$ cat src/rtl/i2cfe_pkg.sv
package i2cfe_pkg;
   typedef enum logic [1:0] {
      RA_CTRL   = 2'd0,
      RA_COUNT  = 2'd1,
      RA_DATA   = 2'd2,
      RA_STATUS = 2'd3
   } reg_addr_e;

   localparam int THR_W      = 6;
   localparam int TXTHR_LSB  = 0;
   localparam int RXTHR_LSB  = 8;
   localparam int TXCLR_BIT  = 6;
   localparam int RXCLR_BIT  = 14;
   localparam int CODE_W     = 3;
   localparam int ST_TXOVF   = 3;
   localparam int ST_TXUNF   = 4;
   localparam int ST_RXOVF   = 5;
   localparam int ST_RXUNF   = 6;
endpackage

$ cat src/rtl/i2cfe_fifo.sv
module i2cfe_fifo #(
   parameter int DW    = 8,
   parameter int DEPTH = 16,
   localparam int AW   = $clog2(DEPTH),
   localparam int LW   = AW + 1
) (
   input  logic          clk,
   input  logic          rst_n,
   input  logic          clr,
   input  logic          push,
   input  logic [DW-1:0] push_data,
   input  logic          pop,
   output logic [DW-1:0] head,
   output logic [LW-1:0] level,
   output logic          push_acc,
   output logic          pop_acc,
   output logic          ovf,
   output logic          unf
);
   generate
      if ((DEPTH & (DEPTH - 1)) != 0) begin : g_bad_depth
         $error("i2cfe_fifo: DEPTH must be a power of two");
      end
   endgenerate

   logic [DW-1:0] mem [DEPTH];
   logic [AW-1:0] wp, rp;
   logic          full, empty;

   assign full     = (level == LW'(DEPTH));
   assign empty    = (level == '0);
   assign push_acc = push && !full && !clr;
   assign pop_acc  = pop && !empty && !clr;
   assign head     = empty ? '0 : mem[rp];

   always_ff @(posedge clk) begin
      if (push_acc) mem[wp] <= push_data;
   end

   always_ff @(posedge clk) begin
      if (!rst_n || clr) begin
         wp    <= '0;
         rp    <= '0;
         level <= '0;
         ovf   <= 1'b0;
         unf   <= 1'b0;
      end else begin
         if (push_acc) wp <= wp + 1'b1;
         if (pop_acc)  rp <= rp + 1'b1;
         level <= level + LW'(push_acc) - LW'(pop_acc);
         if (push && full) ovf <= 1'b1;
         if (pop && empty) unf <= 1'b1;
      end
   end
endmodule

$ cat src/rtl/i2cfe_xfer_cnt.sv
module i2cfe_xfer_cnt #(
   parameter int CW = 16
) (
   input  logic          clk,
   input  logic          rst_n,
   input  logic          load,
   input  logic [CW-1:0] load_val,
   input  logic          mv_a,
   input  logic          mv_b,
   output logic [CW-1:0] rem
);
   logic [CW-1:0] dec;
   assign dec = CW'(mv_a) + CW'(mv_b);

   always_ff @(posedge clk) begin
      if (!rst_n)
         rem <= '0;
      else if (load && load_val != '0)
         rem <= load_val;
      else if (rem > dec)
         rem <= rem - dec;
      else
         rem <= '0;
   end
endmodule

$ cat src/rtl/i2cfe_evt.sv
module i2cfe_evt #(
   parameter int LW    = 5,
   parameter int CW    = 16,
   parameter int THR_W = 6
) (
   input  logic [LW-1:0]    tx_lvl,
   input  logic [LW-1:0]    rx_lvl,
   input  logic [CW-1:0]    rem,
   input  logic [THR_W-1:0] tx_thr_m1,
   input  logic [THR_W-1:0] rx_thr_m1,
   output logic             tx_ready,
   output logic             tx_drain,
   output logic             rx_ready,
   output logic             rx_drain
);
   localparam int EW = CW + 1;

   logic [EW-1:0] tthr, rthr, tl, rl, rm, need;
   logic          tx_below;

   assign tthr     = EW'(tx_thr_m1) + 1'b1;
   assign rthr     = EW'(rx_thr_m1) + 1'b1;
   assign tl       = EW'(tx_lvl);
   assign rl       = EW'(rx_lvl);
   assign rm       = EW'(rem);
   assign need     = (rm > tl) ? rm - tl : '0;
   assign tx_below = tl < tthr;

   assign tx_ready = tx_below && (need >= tthr);
   assign tx_drain = tx_below && (need != '0) && (need < tthr);
   assign rx_ready = rl >= rthr;
   assign rx_drain = !rx_ready && (rl != '0) && (rm == '0);
endmodule

$ cat src/rtl/i2c_fifo_evt.sv
module i2c_fifo_evt
   import i2cfe_pkg::*;
#(
   parameter int DEPTH_CODE = 1,
   parameter int DW         = 8,
   parameter int CW         = 16,
   parameter int RW         = 16
) (
   input  logic          clk,
   input  logic          rst_n,
   input  logic          reg_wr,
   input  logic          reg_rd,
   input  logic [1:0]    reg_addr,
   input  logic [RW-1:0] reg_wdata,
   output logic [RW-1:0] reg_rdata,
   input  logic          eng_tx_pop,
   output logic [DW-1:0] eng_tx_data,
   input  logic          eng_rx_push,
   input  logic [DW-1:0] eng_rx_data,
   output logic          tx_ready,
   output logic          tx_drain,
   output logic          rx_ready,
   output logic          rx_drain
);
   localparam int DEPTH = 8 << DEPTH_CODE;
   localparam int AW    = $clog2(DEPTH);
   localparam int LW    = AW + 1;

   generate
      if (DEPTH_CODE < 0 || DEPTH_CODE > 3) begin : g_bad_code
         $error("i2c_fifo_evt: DEPTH_CODE must be 0..3");
      end
      if (CW > RW || DW > RW || CW <= THR_W) begin : g_bad_width
         $error("i2c_fifo_evt: width parameters inconsistent");
      end
      if (RW <= RXCLR_BIT) begin : g_bad_rw
         $error("i2c_fifo_evt: register width too small");
      end
   endgenerate

   reg_addr_e     ra;
   logic          ctrl_wr, cnt_wr, data_wr, data_rd, tx_clr, rx_clr;
   logic [THR_W-1:0] tx_thr_m1, rx_thr_m1;
   logic [CW-1:0] rem_q;
   logic [LW-1:0] tx_lvl, rx_lvl;
   logic [DW-1:0] rx_head;
   logic          tx_pop_acc, rx_push_acc;
   logic          tx_push_acc_n, rx_pop_acc_n;
   logic          tx_ovf, tx_unf, rx_ovf, rx_unf;

   assign ra      = reg_addr_e'(reg_addr);
   assign ctrl_wr = reg_wr && ra == RA_CTRL;
   assign cnt_wr  = reg_wr && ra == RA_COUNT;
   assign data_wr = reg_wr && ra == RA_DATA;
   assign data_rd = reg_rd && ra == RA_DATA;
   assign tx_clr  = ctrl_wr && reg_wdata[TXCLR_BIT];
   assign rx_clr  = ctrl_wr && reg_wdata[RXCLR_BIT];

   always_ff @(posedge clk) begin
      if (!rst_n) begin
         tx_thr_m1 <= '0;
         rx_thr_m1 <= '0;
      end else if (ctrl_wr) begin
         tx_thr_m1 <= reg_wdata[TXTHR_LSB +: THR_W];
         rx_thr_m1 <= reg_wdata[RXTHR_LSB +: THR_W];
      end
   end

   i2cfe_fifo #(.DW(DW), .DEPTH(DEPTH)) u_txq (
      .clk(clk), .rst_n(rst_n), .clr(tx_clr),
      .push(data_wr), .push_data(reg_wdata[DW-1:0]),
      .pop(eng_tx_pop), .head(eng_tx_data), .level(tx_lvl),
      .push_acc(tx_push_acc_n), .pop_acc(tx_pop_acc),
      .ovf(tx_ovf), .unf(tx_unf)
   );

   i2cfe_fifo #(.DW(DW), .DEPTH(DEPTH)) u_rxq (
      .clk(clk), .rst_n(rst_n), .clr(rx_clr),
      .push(eng_rx_push), .push_data(eng_rx_data),
      .pop(data_rd), .head(rx_head), .level(rx_lvl),
      .push_acc(rx_push_acc), .pop_acc(rx_pop_acc_n),
      .ovf(rx_ovf), .unf(rx_unf)
   );

   i2cfe_xfer_cnt #(.CW(CW)) u_cnt (
      .clk(clk), .rst_n(rst_n), .load(cnt_wr),
      .load_val(reg_wdata[CW-1:0]),
      .mv_a(tx_pop_acc), .mv_b(rx_push_acc), .rem(rem_q)
   );

   i2cfe_evt #(.LW(LW), .CW(CW), .THR_W(THR_W)) u_evt (
      .tx_lvl(tx_lvl), .rx_lvl(rx_lvl), .rem(rem_q),
      .tx_thr_m1(tx_thr_m1), .rx_thr_m1(rx_thr_m1),
      .tx_ready(tx_ready), .tx_drain(tx_drain),
      .rx_ready(rx_ready), .rx_drain(rx_drain)
   );

   always_comb begin
      reg_rdata = '0;
      unique case (ra)
         RA_CTRL: begin
            reg_rdata[TXTHR_LSB +: THR_W] = tx_thr_m1;
            reg_rdata[RXTHR_LSB +: THR_W] = rx_thr_m1;
         end
         RA_COUNT:  reg_rdata = RW'(rem_q);
         RA_DATA:   reg_rdata = RW'(rx_head);
         RA_STATUS: begin
            reg_rdata[CODE_W-1:0] = CODE_W'(DEPTH_CODE);
            reg_rdata[ST_TXOVF]   = tx_ovf;
            reg_rdata[ST_TXUNF]   = tx_unf;
            reg_rdata[ST_RXOVF]   = rx_ovf;
            reg_rdata[ST_RXUNF]   = rx_unf;
         end
         default: reg_rdata = '0;
      endcase
   end

   logic unused_acc;
   assign unused_acc = tx_push_acc_n ^ rx_pop_acc_n;
endmodule

$ cat config.mk
export PLATFORM = sky130hd
export DESIGN_NAME = i2c_fifo_evt
export DESIGN_NICKNAME = d
export VERILOG_FILES = /design/src/rtl/i2cfe_pkg.sv /design/src/rtl/i2cfe_fifo.sv /design/src/rtl/i2cfe_xfer_cnt.sv /design/src/rtl/i2cfe_evt.sv /design/src/rtl/i2c_fifo_evt.sv
export SDC_FILE = /design/constraint.sdc
export NUM_CORES = 1
export LEC_CHECK = 0
export ABC_AREA = 0
export BUFFER_PORTS_ARGS = -buffer_cell sky130_fd_sc_hd__buf_2
export CORE_ASPECT_RATIO = 0.6
export CORE_MARGIN = 2
export CORE_UTILIZATION = 62
export DETAILED_ROUTE_END_ITERATION = 8
export GPL_ROUTABILITY_DRIVEN = 0
export PLACE_DENSITY_LB_ADDON = 0.15
export SETUP_SLACK_MARGIN = 0.1
export SYNTH_ARGS = -nofsm -noshare
export SYNTH_HDL_FRONTEND = slang
export SYNTH_SLANG_ARGS = --single-unit
export TNS_END_PERCENT = 100
$ cat constraint.sdc
create_clock -name clk -period 3.94 [get_ports clk]
set_clock_uncertainty 0.15 [all_clocks]
set_input_delay 0.394 -clock clk [delete_from_list [all_inputs] [get_ports clk]]
set_output_delay 0.394 -clock clk [all_outputs]
set_load 0.05 [all_outputs]
* After elaboration in Yosys (flattened, before gate mapping)
Memory sizes are Yosys's and may differ from the RTL's. A register that Yosys moved wholly into a read port is not among the register bits.
Cells that the tools add are included.
** Cells by class
- Eq/ne operators :: 5
- Magnitude comparators :: 6
- Reduce and logical (&&, ||, !) cells :: 41
- Add/subtract/negate cells :: 13
- Muxes and demuxes :: 18
** Operators by type and width (number)
- $reduce_bool A17 Y1 :: 2
- $mux W16 :: 2
- $logic_and A1 B1 Y1 :: 24
- $pmux W6 S4 :: 1
- $ge A17 B17 Y1 :: 1
- $ge A5 B17 Y1 :: 1
- $logic_not A17 Y1 :: 1
- $lt A17 B17 Y1 :: 1
- $lt A5 B17 Y1 :: 1
- $mux W17 :: 1
- $sub A16 B5 Y17 :: 1
- $add A4 B1 Y4 const B :: 4
- $gt A16 B16 Y1 :: 1
- $gt A16 B5 Y1 :: 1
- $mux W4 :: 4
- $mux W8 :: 2
- $reduce_bool A16 Y1 :: 1
- $sub A16 B16 Y16 :: 1
- $add A6 B1 Y7 const B :: 2
- $pmux W6 S2 :: 1
- $add A5 B1 Y5 :: 2
- $eq A5 B5 Y1 const B :: 2
- $logic_not A5 Y1 :: 2
- $sub A5 B1 Y5 :: 2
- other kinds (10) :: 22
** Word-level totals
- Bits in writable memories :: 256
- Flip-flop bits (word level) :: 58
- Output and inout port bits :: 28
- Memories :: 2
- Bits of input ports :: 32
- Logic and storage cells :: 98
** Memories
- u_rxq.mem :: words 16, width 8, read ports 1, clocked after Yosys merged registers in 1, wr ports 1, RTL line i2cfe_fifo.sv:26 : logic [DW-1:0] mem [DEPTH];
- u_txq.mem :: words 16, width 8, read ports 1, clocked after Yosys merged registers in 1, wr ports 1, RTL line i2cfe_fifo.sv:26

* Logic depth before layout (Yosys ltp)
Gate-level depths: netlist of the first run.
- Word-level depth :: 9
- Gate-level depth with buffers :: 16
- Mapped depth without buffers :: 15

* Cells and area by module
A second synthesis of the first run with hierarchy kept.
** Unflattened totals
- Cells, all modules :: 1026
- Area, all modules :: 14966.9 µm²
** By module, submodules not included
- i2cfe_fifo :: cells an instance 323, seq. area each 4224.1 µm², times used 2, area an instance 5934.4 µm²
- i2cfe_evt :: cells an instance 166, seq. area each 0.0 µm², times used 1, area an instance 1216.2 µm²
- i2cfe_xfer_cnt :: cells an instance 115, seq. area each 320.3 µm², times used 1, area an instance 1009.7 µm²
- i2c_fifo_evt :: cells an instance 99, seq. area each 240.2 µm², times used 1, area an instance 872.1 µm²

* Least setup slack after synthesis of the first run
OpenSTA, ideal clock, no wires.
- Path type :: reg-to-output
- From :: register u_txq.level[1]
- To :: output port tx_drain
- Slack :: -1.992 ns
- Arrival :: 5.388 ns
- Data required time :: 3.396 ns
- Stages on the path, launching flop included :: 14
- Buffers on the path :: 0
- Cells stage by stage :: dfxtp_1 inv_1 ha_1 nor2b_1 o21ai_1 a31oi_1 nor3_1 nor2_1 ha_1 a211oi_1 o22ai_1 o22ai_1 o311ai_0 a2111oi_0
** On the way
- Longest elaborated chain between the ends :: 5
- Elaborated cells between the ends (all ways) :: 8
- Classes of those cells :: 1 x add/sub; 3 x order compare; 1 x mux; 3 x reduce/logical
** Ends and longest elaborated chain
- from (decl) :: RTL line i2cfe_fifo.sv:14 : output logic [LW-1:0] level,
- from (signal assigned) :: RTL line i2cfe_fifo.sv:50 : level <= level + LW'(push_acc) - LW'(pop_acc);
- branches (longest 4 deep; another with $sub A16 B5 Y17)
- $logic_and A1 B1 Y1 (*) :: RTL line i2cfe_evt.sv:30 : assign tx_drain = tx_below && (need != '0) && (need < tthr);
- to (decl) :: RTL line i2c_fifo_evt.sv:21 : output logic tx_drain,
Mark *: on every way between the ends.

* Final worst setup path of the first run
- From :: register u_cnt.rem[0]
- To :: output port tx_ready
** On the way
- Longest elaborated chain between the ends :: 4
- Elaborated cells between the ends (all ways) :: 5
- Classes of those cells :: 1 x add/sub; 2 x order compare; 1 x mux; 1 x reduce/logical
** Ends and longest elaborated chain
- from (decl) :: RTL line i2cfe_xfer_cnt.sv:10 : output logic [CW-1:0] rem
- from (signal assigned) :: RTL line i2cfe_xfer_cnt.sv:19 : rem <= load_val;
- from (signal assigned) :: RTL line i2cfe_xfer_cnt.sv:21 : rem <= rem - dec;
- $sub A16 B5 Y17 or $gt A16 B5 Y1 (tied branches) :: RTL line i2cfe_evt.sv:26 : assign need = (rm > tl) ? rm - tl : '0;
- $mux W17 (*) :: RTL line i2cfe_evt.sv:26
- $ge A17 B17 Y1 (*) :: RTL line i2cfe_evt.sv:29 : assign tx_ready = tx_below && (need >= tthr);
- $logic_and A1 B1 Y1 (*) :: RTL line i2cfe_evt.sv:29
- to (decl) :: RTL line i2c_fifo_evt.sv:20 : output logic tx_ready,
Mark *: on every way between the ends. The rest lies on a longest branch, timed or not.

==> impl_metrics.env, run 1 <==
export IMPL_seq_area_frac_synth_pct=62.48
export IMPL_num_vias=8792
export IMPL_wirelength_um=34550
export IMPL_grt_pass1_vias=8269
export IMPL_cts_inserted_buffers=28
export IMPL_worstPathMaxFanout=3
export IMPL_grt_pass1_wl_um=51430
export IMPL_synth_cells=956
export IMPL_dr_pass1_iters=6
export IMPL_p_leak_nw=5.769
export IMPL_final_hold_violation_count=0
export IMPL_path_class="flip-flop to primary output"
export IMPL_cts_tree="yes"
export IMPL_clockBufferDepth=3
export IMPL_min_path_type="input port to flip-flop"
export IMPL_synth_net_count=1045
export IMPL_postSynthAreaPerCell_um2=15.08
export IMPL_synth_cell_types=66
export IMPL_core_mm2=0.02297
export IMPL_timing_final_crit_share_pct=106.9
export IMPL_power_density_mw_per_mm2=736.2
export IMPL_io_pins=60
export IMPL_finish_utilization_pct=72.59
export IMPL_start_util_pct=62.76
export IMPL_ys_warn_count=0
export IMPL_cp_end_kind="primary output"
export IMPL_maxSlewHeadroom_pct=33.28
export IMPL_clock_sinks=322
export IMPL_port_buffers=59
export IMPL_fp_dieH_um=122.1
export IMPL_worstSkewPairLatency_ns=0.54
export IMPL_drive_gt1_share_pct=26.20
export IMPL_grt_max_degree=33
export IMPL_dieArea_mm2=0.02453
export IMPL_cts_root_buf="clkbuf_16"
export IMPL_maxCapViolCount=0
export IMPL_cp_required_ns=3.40
export IMPL_synth_cell_area_mm2=0.01442
export IMPL_grt_usage_pct=28.64
export IMPL_yosys_area_top_type_share_pct=53.32
export IMPL_synth_async_sr_flop_share_pct=0
export IMPL_dp_hpwl_um=24040
export IMPL_clkTransAtPathRegs_ns=0.07
export IMPL_antenna_found_initial=0
export IMPL_arrival_ns=3.67
export IMPL_worst_pin_slew_ns=0.9972
export IMPL_rsz0062_at_grt="yes"
export IMPL_ys_flop_type="edfxtp_1"
export IMPL_critPathLaunchType="flip-flop"
export IMPL_ys_ff_latch=322
export IMPL_antenna_left=0
export IMPL_vias_per_cell=6.303
export IMPL_n_antenna_cell=0
export IMPL_yosys_area_top_type="edfxtp_1"
export IMPL_routedWlPerCell_um=24.77
export IMPL_violations="negative setup slack"
export IMPL_first_iter_violations=1276
export IMPL_yosysMostFrequentCell="edfxtp_1"
export IMPL_status="complete, but fails checks"
export IMPL_die_w_um=200.9
export IMPL_fin_nets=1147
export IMPL_ir_drop_uv=496.0
export IMPL_synth_edf_count=256
export IMPL_setup_viol=2
export IMPL_maxSlewViolCount=0
export IMPL_drc=0
export IMPL_synth_commonest_cells="edfxtp_1 (256), mux4_2 (75), dfxtp_1 (66)"
export IMPL_timing_final_ws_setup_ns=-0.2710
export IMPL_synth_area_leaders="edfxtp_1 (53%), mux4_2 (12%), dfxtp_1 (9.2%)"
export IMPL_row_count=43
export IMPL_min_period_ns=4.211
export IMPL_grt_overflow_total=0
export IMPL_htreeDepth=1
export IMPL_nFillCells=1456
export IMPL_syn_to_final_growth_pct=15.66
export IMPL_whs_ns=0.01532
export IMPL_max_freq_ghz=0.2375
power breakdown:
group / internal (mW) / switching (mW) / total (mW)
clock network: 1.68 / 1.23 / 2.91
logic: 2.38 / 2.91 / 5.29
registers: 3.87 / 0.203 / 4.07
total: 7.93 / 4.35 / 12.3
critical path, cell delays in order (launching register included):
cell	delay, ns
dfxtp_2	0.34
inv_4	0.07
ha_4	0.13
inv_2	0.03
fa_2	0.36
a211oi_4	0.26
buf_4	0.15
buf_4	0.11
o21ba_2	0.15
nor3_1	0.06
ha_1	0.30
nand4_1	0.16
o22ai_2	0.18
o22ai_4	0.11
buf_4	0.14
a21bo_2	0.21
o31ai_2	0.06
bufbuf_16	0.31
per-layer routing:
metal / up-vias / share of wire (%) / GRT usage, %
li1: 3890 / - / -
met1: 4378 / 47 / 48.17
met2: 488 / 39 / 36.55
met3: 36 / 13 / 8.668
met4: 0 / 1.1 / 4.444
met5: - / 0 / 0
path summary, 6_finish.rpt:
check	from	slack [ns]	to	cells after the start
worst min-delay path	reg_rd	0.02	u_rxq.unf$_SDFFE_PP0P_	3
worst max-delay path	u_cnt.rem[0]$_SDFF_PN0_	-0.27	tx_ready	17
worst min register to register	u_txq.unf$_SDFFE_PP0P_	0.37	u_txq.unf$_SDFFE_PP0P_	2
worst max register to register	u_rxq.level[2]$_SDFF_PP0_	0.34	u_cnt.rem[12]$_SDFF_PN0_	15
cells in the final DEF (no fill, tap or decap), types with 21 or more instances in the layout:
cell	instances
xor2_1	26
edfxtp_1	256
buf_4	47
nand2_1	65
inv_1	30
ha_1	49
clkbuf_16	29
buf_2	57
dfxtp_1	57
and2_1	27
mux4_2	75
a21boi_0	21
nor2_1	62
metrics by stage:
stage	setup TNS, ns	area [um2]	power (mW)	setup WS (ns)	std cells
after floorplan	0	14480	7.197	0.09333	956
after global placement	0	15290	8.508	0.1140	1319
after detailed placement	0	15290	8.569	0.06276	1319
after CTS	-0.3818	16570	11.92	-0.2408	1393
after global routing	-0.8418	16680	12.83	-0.4332	1395
final	-0.5302	16680	12.28	-0.2710	1395
registers in the layout, indices dropped and copies added (netlist names), named ones only:
register     flops
u_txq.rp         4
u_cnt.rem       16
u_rxq.unf        1
u_txq.level      5
u_rxq.wp         4
u_txq.wp         4
u_rxq.ovf        1
u_rxq.mem      128
u_txq.mem      128
tx_thr_m1        6
rx_thr_m1        6
u_txq.unf        1
u_rxq.level      5
u_rxq.rp         4
u_txq.ovf        1
cell families after synthesis:
kind of cell | synth area share (%)
XOR/XNOR | 2.187
flip-flops | 62.48
adder cells (fa/ha/maj) | 5.155
AO/OA/AOI/OAI | 5.936
buffers and inverters | 2.343
multiplexers | 12.63
AND/OR/NAND/NOR | 9.268
cell type report:
class / count / area [um2] / share of cell area (%)
Clock buffer: 29 / 725.7 / 4.352
Clock inverter: 23 / 259.0 / 1.553
Timing Repair Buffer: 118 / 830.8 / 4.982
Multi-Input combinational cell: 554 / 5309 / 31.84
Inverter: 34 / 130.1 / 0.7803
Sequential cell: 322 / 9027 / 54.13
Tap cell: 315 / 394.1 / 2.363
what timing repair did:
item | in CTS | in global routing
resized for setup | 22 | 19
hold buffers | 10 | 0
pin swaps | 4 | 5
buffers inserted | 12 | 2
endpoints found under the hold margin | 11 | 0
endpoints found under the setup margin | 5 | 12
Power figures use the tool's default switching activity.
==> run 2, diff against run 1 <==
--- a/config.mk
+++ b/config.mk
@@ -8,7 +8,6 @@
 export ABC_AREA = 0
 export BUFFER_PORTS_ARGS = -buffer_cell sky130_fd_sc_hd__buf_2
 export CORE_ASPECT_RATIO = 0.6
-export CORE_MARGIN = 2
 export CORE_UTILIZATION = 62
 export DETAILED_ROUTE_END_ITERATION = 8
 export GPL_ROUTABILITY_DRIVEN = 0
==> run 2 against run 1 <==
The flow still finishes with violations (negative setup slack). First-iteration DRC count decreased by 3.3%. Non-clock buffer count is 3 lower. Global-route usage grew 2.4 points. Clock power fell by 3%. Worst hold slack about the same. Sequential share of layout area grew 0.33 points. Die area down 2.6%. Via count grew 2.0%.
==> impl_metrics.env, run 2 (same netlist as run 1, synthesis figures left out) <==
export IMPL_status="complete, but fails checks"
export IMPL_violations="negative setup slack"
export IMPL_maxCapViolCount=0
export IMPL_timing_final_ws_setup_ns=-0.3229
export IMPL_ir_drop_uv=488.2
export IMPL_setup_viol=2
export IMPL_cts_tree="yes"
export IMPL_p_sw_mw=4.338
export IMPL_routedWlPerCell_um=25.71
export IMPL_maxSlewViolCount=0
export IMPL_dr_pass1_iters=6
export IMPL_max_freq_ghz=0.2346
export IMPL_grt_pass1_vias=8524
export IMPL_cts_inserted_buffers=28
export IMPL_fp_dieH_um=120.1
export IMPL_first_iter_violations=1234
export IMPL_worstPathMaxFanout=6
export IMPL_syn_to_final_growth_pct=14.87
export IMPL_vias_per_cell=6.478
export IMPL_crit_family="compound AO/OA/AOI/OAI gates"
export IMPL_die_w_um=198.9
export IMPL_cp_required_ns=3.40
export IMPL_max_stage_delay_ns=0.40
export IMPL_dp_worst_setup_slack_ns=0.08752
export IMPL_final_hold_violation_count=0
export IMPL_fin_cells=1384
export IMPL_worstSkewPairLatency_ns=0.55
export IMPL_htreeDepth=1
export IMPL_cts_root_buf="clkbuf_16"
export IMPL_busiest_layer="met1"
export IMPL_grt_usage_pct=31.08
export IMPL_crit_slowest_cell="dfxtp_4"
export IMPL_p_leak_nw=5.700
export IMPL_worstPathCellList="clkinvlp_4 -> ha_4 -> nor2b_1 -> o21ai_2 -> buf_4 -> buf_4 -> nand3_1 -> xor2_1 -> nor2_1 -> ha_1 -> or3_1 -> o22ai_2 -> o311ai_2 -> a2111oi_4 -> buf_12"
export IMPL_power_share_clock_pct=23.5
export IMPL_wirelength_um=35590
export IMPL_grt_max_degree=33
export IMPL_port_buffers=59
export IMPL_arrival_ns=3.72
export IMPL_grt_overflow_total=0
export IMPL_comb_power_share_pct=42.6
export IMPL_io_pins=60
export IMPL_antenna_left=0
export IMPL_min_path_type="input port to flip-flop"
export IMPL_drc=0
export IMPL_fin_setup_tns_ns=-0.5045
export IMPL_dp_hpwl_um=24770
export IMPL_cp_end_kind="primary output"
export IMPL_dieArea_mm2=0.02389
export IMPL_internal_power_mw=7.677
export IMPL_min_period_ns=4.263
export IMPL_core_mm2=0.02244
export IMPL_n_antenna_cell=0
export IMPL_met1_usage_pct=51.05
export IMPL_crit_buf_inv=4
export IMPL_total_power_mw=12.01
export IMPL_maxSlewHeadroom_pct=43.29
export IMPL_clkTransAtPathRegs_ns=0.07
export IMPL_critPathLaunchType="flip-flop"
export IMPL_final_cell_mix="edfxtp_1 (256), mux4_2 (75), nand2_1 (65)"
export IMPL_sequentialPowerShare_pct=33.9
export IMPL_clock_sinks=322
export IMPL_whs_ns=0.01551
export IMPL_timing_final_crit_share_pct=108.2
export IMPL_reg_top3="u_rxq.mem: 128 flops, u_txq.mem: 128 flops, u_cnt.rem: 16 flops"
export IMPL_num_vias=8966
export IMPL_clockBufferDepth=3
export IMPL_rsz0062_at_grt="yes"
export IMPL_antenna_found_initial=1
export IMPL_power_density_mw_per_mm2=725.4
export IMPL_start_util_pct=64.25
export IMPL_grt_pass1_wl_um=52900
export IMPL_use_met3_pct=11.10
export IMPL_drive_gt1_share_pct=25.37
export IMPL_final_common_cell="edfxtp_1"
export IMPL_worst_pin_slew_ns=0.8476
export IMPL_nFillCells=1408
export IMPL_crit_top_cell="buf_4"
export IMPL_fin_nets=1144
export IMPL_use_met2_pct=39.95
export IMPL_p_sw_share_pct=36.11
export IMPL_path_class="flip-flop to primary output"
export IMPL_dp_cells=1313
export IMPL_row_count=42
run 2: area by class of cell:
type | instances | area, um2 | share of cell area (%)
well taps | 308 | 385.4 | 2.327
multi-input cells | 554 | 5305 | 32.03
repair buffers | 115 | 779.5 | 4.707
flip-flops and latches | 322 | 9020 | 54.46
clock buffers | 39 | 803.3 | 4.850
inverters | 34 | 131.4 | 0.7932
clock inverters | 12 | 137.6 | 0.8310
run 2: path summary, 6_finish.rpt:
path	slack [ns]	depth (start not counted)	start	end
min	0.02	3	reg_wdata[14]	u_cnt.rem[14]$_SDFF_PN0_
max	-0.32	15	u_txq.level[1]$_SDFF_PP0_	tx_drain
min reg2reg	0.36	2	u_txq.ovf$_SDFFE_PP0P_	u_txq.ovf$_SDFFE_PP0P_
max reg2reg	0.37	12	u_txq.level[3]$_SDFF_PP0_	u_cnt.rem[4]$_SDFF_PN0_
run 2: per-layer routing:
layer | vias up | wire length, um
li1 | 3879 | -
met3 | 48 | 4937
met2 | 524 | 14160
met5 | - | 13
met1 | 4513 | 16020
met4 | 2 | 451
run 2: tightest hold or removal path, delay by kind of cell:
kind,cells,cell delay (ns)
AO/OA/AOI/OAI,1,0.06
buffers and inverters,1,0.14
AND/OR/NAND/NOR,1,0.06
run 2: timing repair:
item / in CTS / in global routing
endpoints found under the setup margin: 6 / 14
resized for setup: 24 / 9
endpoints found under the hold margin: 7 / 0
pin swaps: 6 / 6
hold buffers: 7 / 0
cloned: 0 / 0
setup buffers: 9 / 5
run 2: through the flow:
stage	instance area, um2	util, %
2_1_floorplan	14480	-
3_3_place_gp	15270	68.07
3_5_place_dp	15270	68.07
4_1_cts	16480	73.43
5_1_grt	16560	73.81
6_report	16560	73.81
run 2: power groups by stage:
| stage | Combinational [mW] | Sequential, mW | Clock, mW |
|---|---|---|---|
| 2_1_floorplan | 3.14 | 4.06 | 0 |
| 3_3_place_gp | 4.29 | 4.11 | 0 |
| 3_5_place_dp | 4.39 | 4.12 | 0 |
| 4_1_cts | 4.89 | 4.06 | 2.82 |
| 5_1_grt | 5.45 | 4.10 | 2.96 |
| 6_report | 5.12 | 4.08 | 2.82 |
==> run 3, diff against run 2 <==
--- a/config.mk
+++ b/config.mk
@@ -8,9 +8,11 @@
 export ABC_AREA = 0
 export BUFFER_PORTS_ARGS = -buffer_cell sky130_fd_sc_hd__buf_2
 export CORE_ASPECT_RATIO = 0.6
-export CORE_UTILIZATION = 62
+export CORE_UTILIZATION = 64
+export CTS_BUF_LIST = sky130_fd_sc_hd__clkbuf_8
 export DETAILED_ROUTE_END_ITERATION = 8
 export GPL_ROUTABILITY_DRIVEN = 0
+export MAX_ROUTING_LAYER = met4
 export PLACE_DENSITY_LB_ADDON = 0.15
 export SETUP_SLACK_MARGIN = 0.1
 export SYNTH_ARGS = -nofsm -noshare
==> run 3 against run 2 <==
The flow still finishes with violations (negative setup slack). Sequential share of layout area hardly changed. Final area hardly changed. Non-clock buffer count is 7 higher. Worst setup slack better by 0.038 ns. Fmax is 0.90% higher. Core utilization is 1.3 points higher. Critical endpoint is now tx_ready.
==> impl_metrics.env, run 3 (same netlist as run 1, synthesis figures left out) <==
export IMPL_status="complete, but fails checks"
export IMPL_violations="negative setup slack"
export IMPL_vias_per_cell=6.467
export IMPL_timing_final_crit_share_pct=107.2
export IMPL_clock_sinks=322
export IMPL_regToRegStartpoint="u_rxq.level[3]$_SDFF_PP0_"
export IMPL_htreeDepth=2
export IMPL_dieArea_mm2=0.02315
export IMPL_max_freq_ghz=0.2367
export IMPL_first_iter_violations=1424
export IMPL_cts_inserted_buffers=47
export IMPL_clockBufferDepth=3
export IMPL_multi_input_area_mm2=0.005375
export IMPL_row_count=42
export IMPL_cts_tree="yes"
export IMPL_cts_root_buf="clkbuf_8"
export IMPL_antenna_left=0
export IMPL_regArea_mm2=0.009022
export IMPL_crit_family="simple AND/OR/NAND/NOR gates"
export IMPL_port_buffers=59
export IMPL_worstSkewPairLatency_ns=0.57
export IMPL_dp_hpwl_um=24600
export IMPL_cp_end_kind="primary output"
export IMPL_reg_top3="u_rxq.mem: 128 flops, u_txq.mem: 128 flops, u_cnt.rem: 16 flops"
export IMPL_final_common_cell="edfxtp_1"
export IMPL_rsz0062_at_grt="yes"
export IMPL_nFillCells=1361
export IMPL_worst_pin_slew_ns=0.9517
export IMPL_start_util_pct=65.32
export IMPL_io_pins=60
export IMPL_power_density_mw_per_mm2=721.7
export IMPL_syn_to_final_growth_pct=14.97
export IMPL_grt_usage_pct=32.51
export IMPL_crit_buf_inv=5
export IMPL_fin_nets=1170
export IMPL_grt_pass1_vias=8602
export IMPL_arrival_ns=3.68
export IMPL_path_class="flip-flop to primary output"
export IMPL_min_path_type="input port to flip-flop"
export IMPL_fin_setup_tns_ns=-0.5510
export IMPL_min_path_cells=1
export IMPL_num_vias=9080
export IMPL_internal_power_mw=7.474
export IMPL_setup_viol=2
export IMPL_final_cell_mix="edfxtp_1 (256), mux4_2 (75), nand2_1 (65)"
export IMPL_die_w_um=195.8
export IMPL_routedWlPerCell_um=25.09
export IMPL_p_leak_nw=5.788
export IMPL_p_sw_mw=4.488
export IMPL_timing_final_ws_setup_ns=-0.2848
export IMPL_ir_drop_uv=421.3
export IMPL_placed_cell_area_mm2=0.01523
export IMPL_crit_top_cell="buf_4"
export IMPL_rr_worst_depth=15
export IMPL_crit_slowest_cell="or3_4"
export IMPL_dr_pass1_iters=5
export IMPL_clkTransAtPathRegs_ns=0.07
export IMPL_cp_required_ns=3.40
export IMPL_p_sw_share_pct=37.52
export IMPL_grt_overflow_total=0
export IMPL_grt_max_degree=33
export IMPL_worstPathMaxFanout=2
export IMPL_reg2reg_setup_slack_ns=0.28
export IMPL_maxSlewHeadroom_pct=36.32
export IMPL_final_hold_violation_count=0
export IMPL_maxSlewViolCount=0
export IMPL_fp_dieH_um=118.3
export IMPL_holdCritStartpoint="eng_rx_data[4]"
export IMPL_total_power_mw=11.96
export IMPL_maxCapViolCount=0
export IMPL_comb_power_share_pct=45.3
export IMPL_max_stage_delay_ns=0.37
export IMPL_final_cell_area_mm2=0.01658
export IMPL_wirelength_um=35230
export IMPL_power_share_clock_pct=20.6
export IMPL_critPathLaunchType="flip-flop"
export IMPL_sequentialPowerShare_pct=34.1
export IMPL_drive_gt1_share_pct=26.77
export IMPL_crit_cells=17
export IMPL_grt_pass1_wl_um=52660
export IMPL_finish_utilization_pct=75.10
export IMPL_core_mm2=0.02207
export IMPL_drc=0
export IMPL_whs_ns=0.06491
export IMPL_min_period_ns=4.225
export IMPL_cp_startpoint="u_cnt.rem[0]$_SDFF_PN0_"
export IMPL_antenna_found_initial=1
export IMPL_worstPathCellList="inv_4 -> ha_4 -> inv_2 -> fa_2 -> a211oi_4 -> nor2_2 -> or3_1 -> xor2_1 -> nor2_1 -> ha_2 -> or3_4 -> o22ai_4 -> buf_4 -> buf_4 -> a21bo_2 -> o31ai_4 -> buf_6"
-- run 3: changes by cell type in the layout (fill, tap and decap cells not counted), sizes merged --
cell,before,now
buf,108,111
bufinv,3,2
clkbuf,39,47
clkinv,7,16
clkinvlp,3,2
diode,0,1
dlygate4sd3,7,11
inv,33,52
-- run 3: stage by stage --
| stage | cells | worst slack (ns) |
|---|---|---|
| floorplan | 956 | 0.09333 |
| global placement | 1291 | 0.1274 |
| detailed placement | 1291 | 0.04213 |
| CTS | 1397 | -0.2410 |
| global route | 1404 | -0.4028 |
| finish | 1404 | -0.2848 |
-- run 3: worst paths after layout --
kind	end
min reg2reg	u_txq.unf$_SDFFE_PP0P_
min	u_rxq.mem[0][4]$_DFFE_PP_
max	tx_ready
max reg2reg	u_cnt.rem[6]$_SDFF_PN0_
-- run 3: timing repair --
action	CTS	global route
hold buffers	11	0
endpoints found under the hold margin	14	0
pin swaps	3	10
setup buffers	10	6
resized for setup	24	26
endpoints found under the setup margin	3	12
-- run 3: final cells by class --
cell class,instances,area share (%)
flip-flops and latches,322,54.43
multi-input cells,554,32.43
repair buffers,122,5.027
clock buffers,47,3.902
well taps,286,2.159
clock inverters,38,1.253
inverters,34,0.7850
diodes,1,0.01510
-- run 3: metal layers --
layer  vias up  part of all wire [%]  track usage (%)
li1       3955                     -                -
met1      4544                    45            53.41
met2       542                    40            38.93
met3        39                    14            9.960
met4         0                   1.1            7.129
met5         -                     0                -
-- run 3: worst register-to-register path: cells and delay by family (launching register included) --
kind	cells	cell delay (ns)
fa+ha+maj	4	1.05
compound gates	1	0.08
buf+inv	3	0.25
xor+xnor	1	0.14
flops	1	0.33
simple gates	6	1.58
-- run 3: power by group through the flow --
stage	Sequential [mW]	Clock, mW	Combinational [mW]
6_report	4.08	2.47	5.42
5_1_grt	4.09	2.65	5.74
4_1_cts	4.06	2.50	4.78
3_5_place_dp	4.11	0	4.36
3_3_place_gp	4.10	0	4.27
2_1_floorplan	4.06	0	3.14
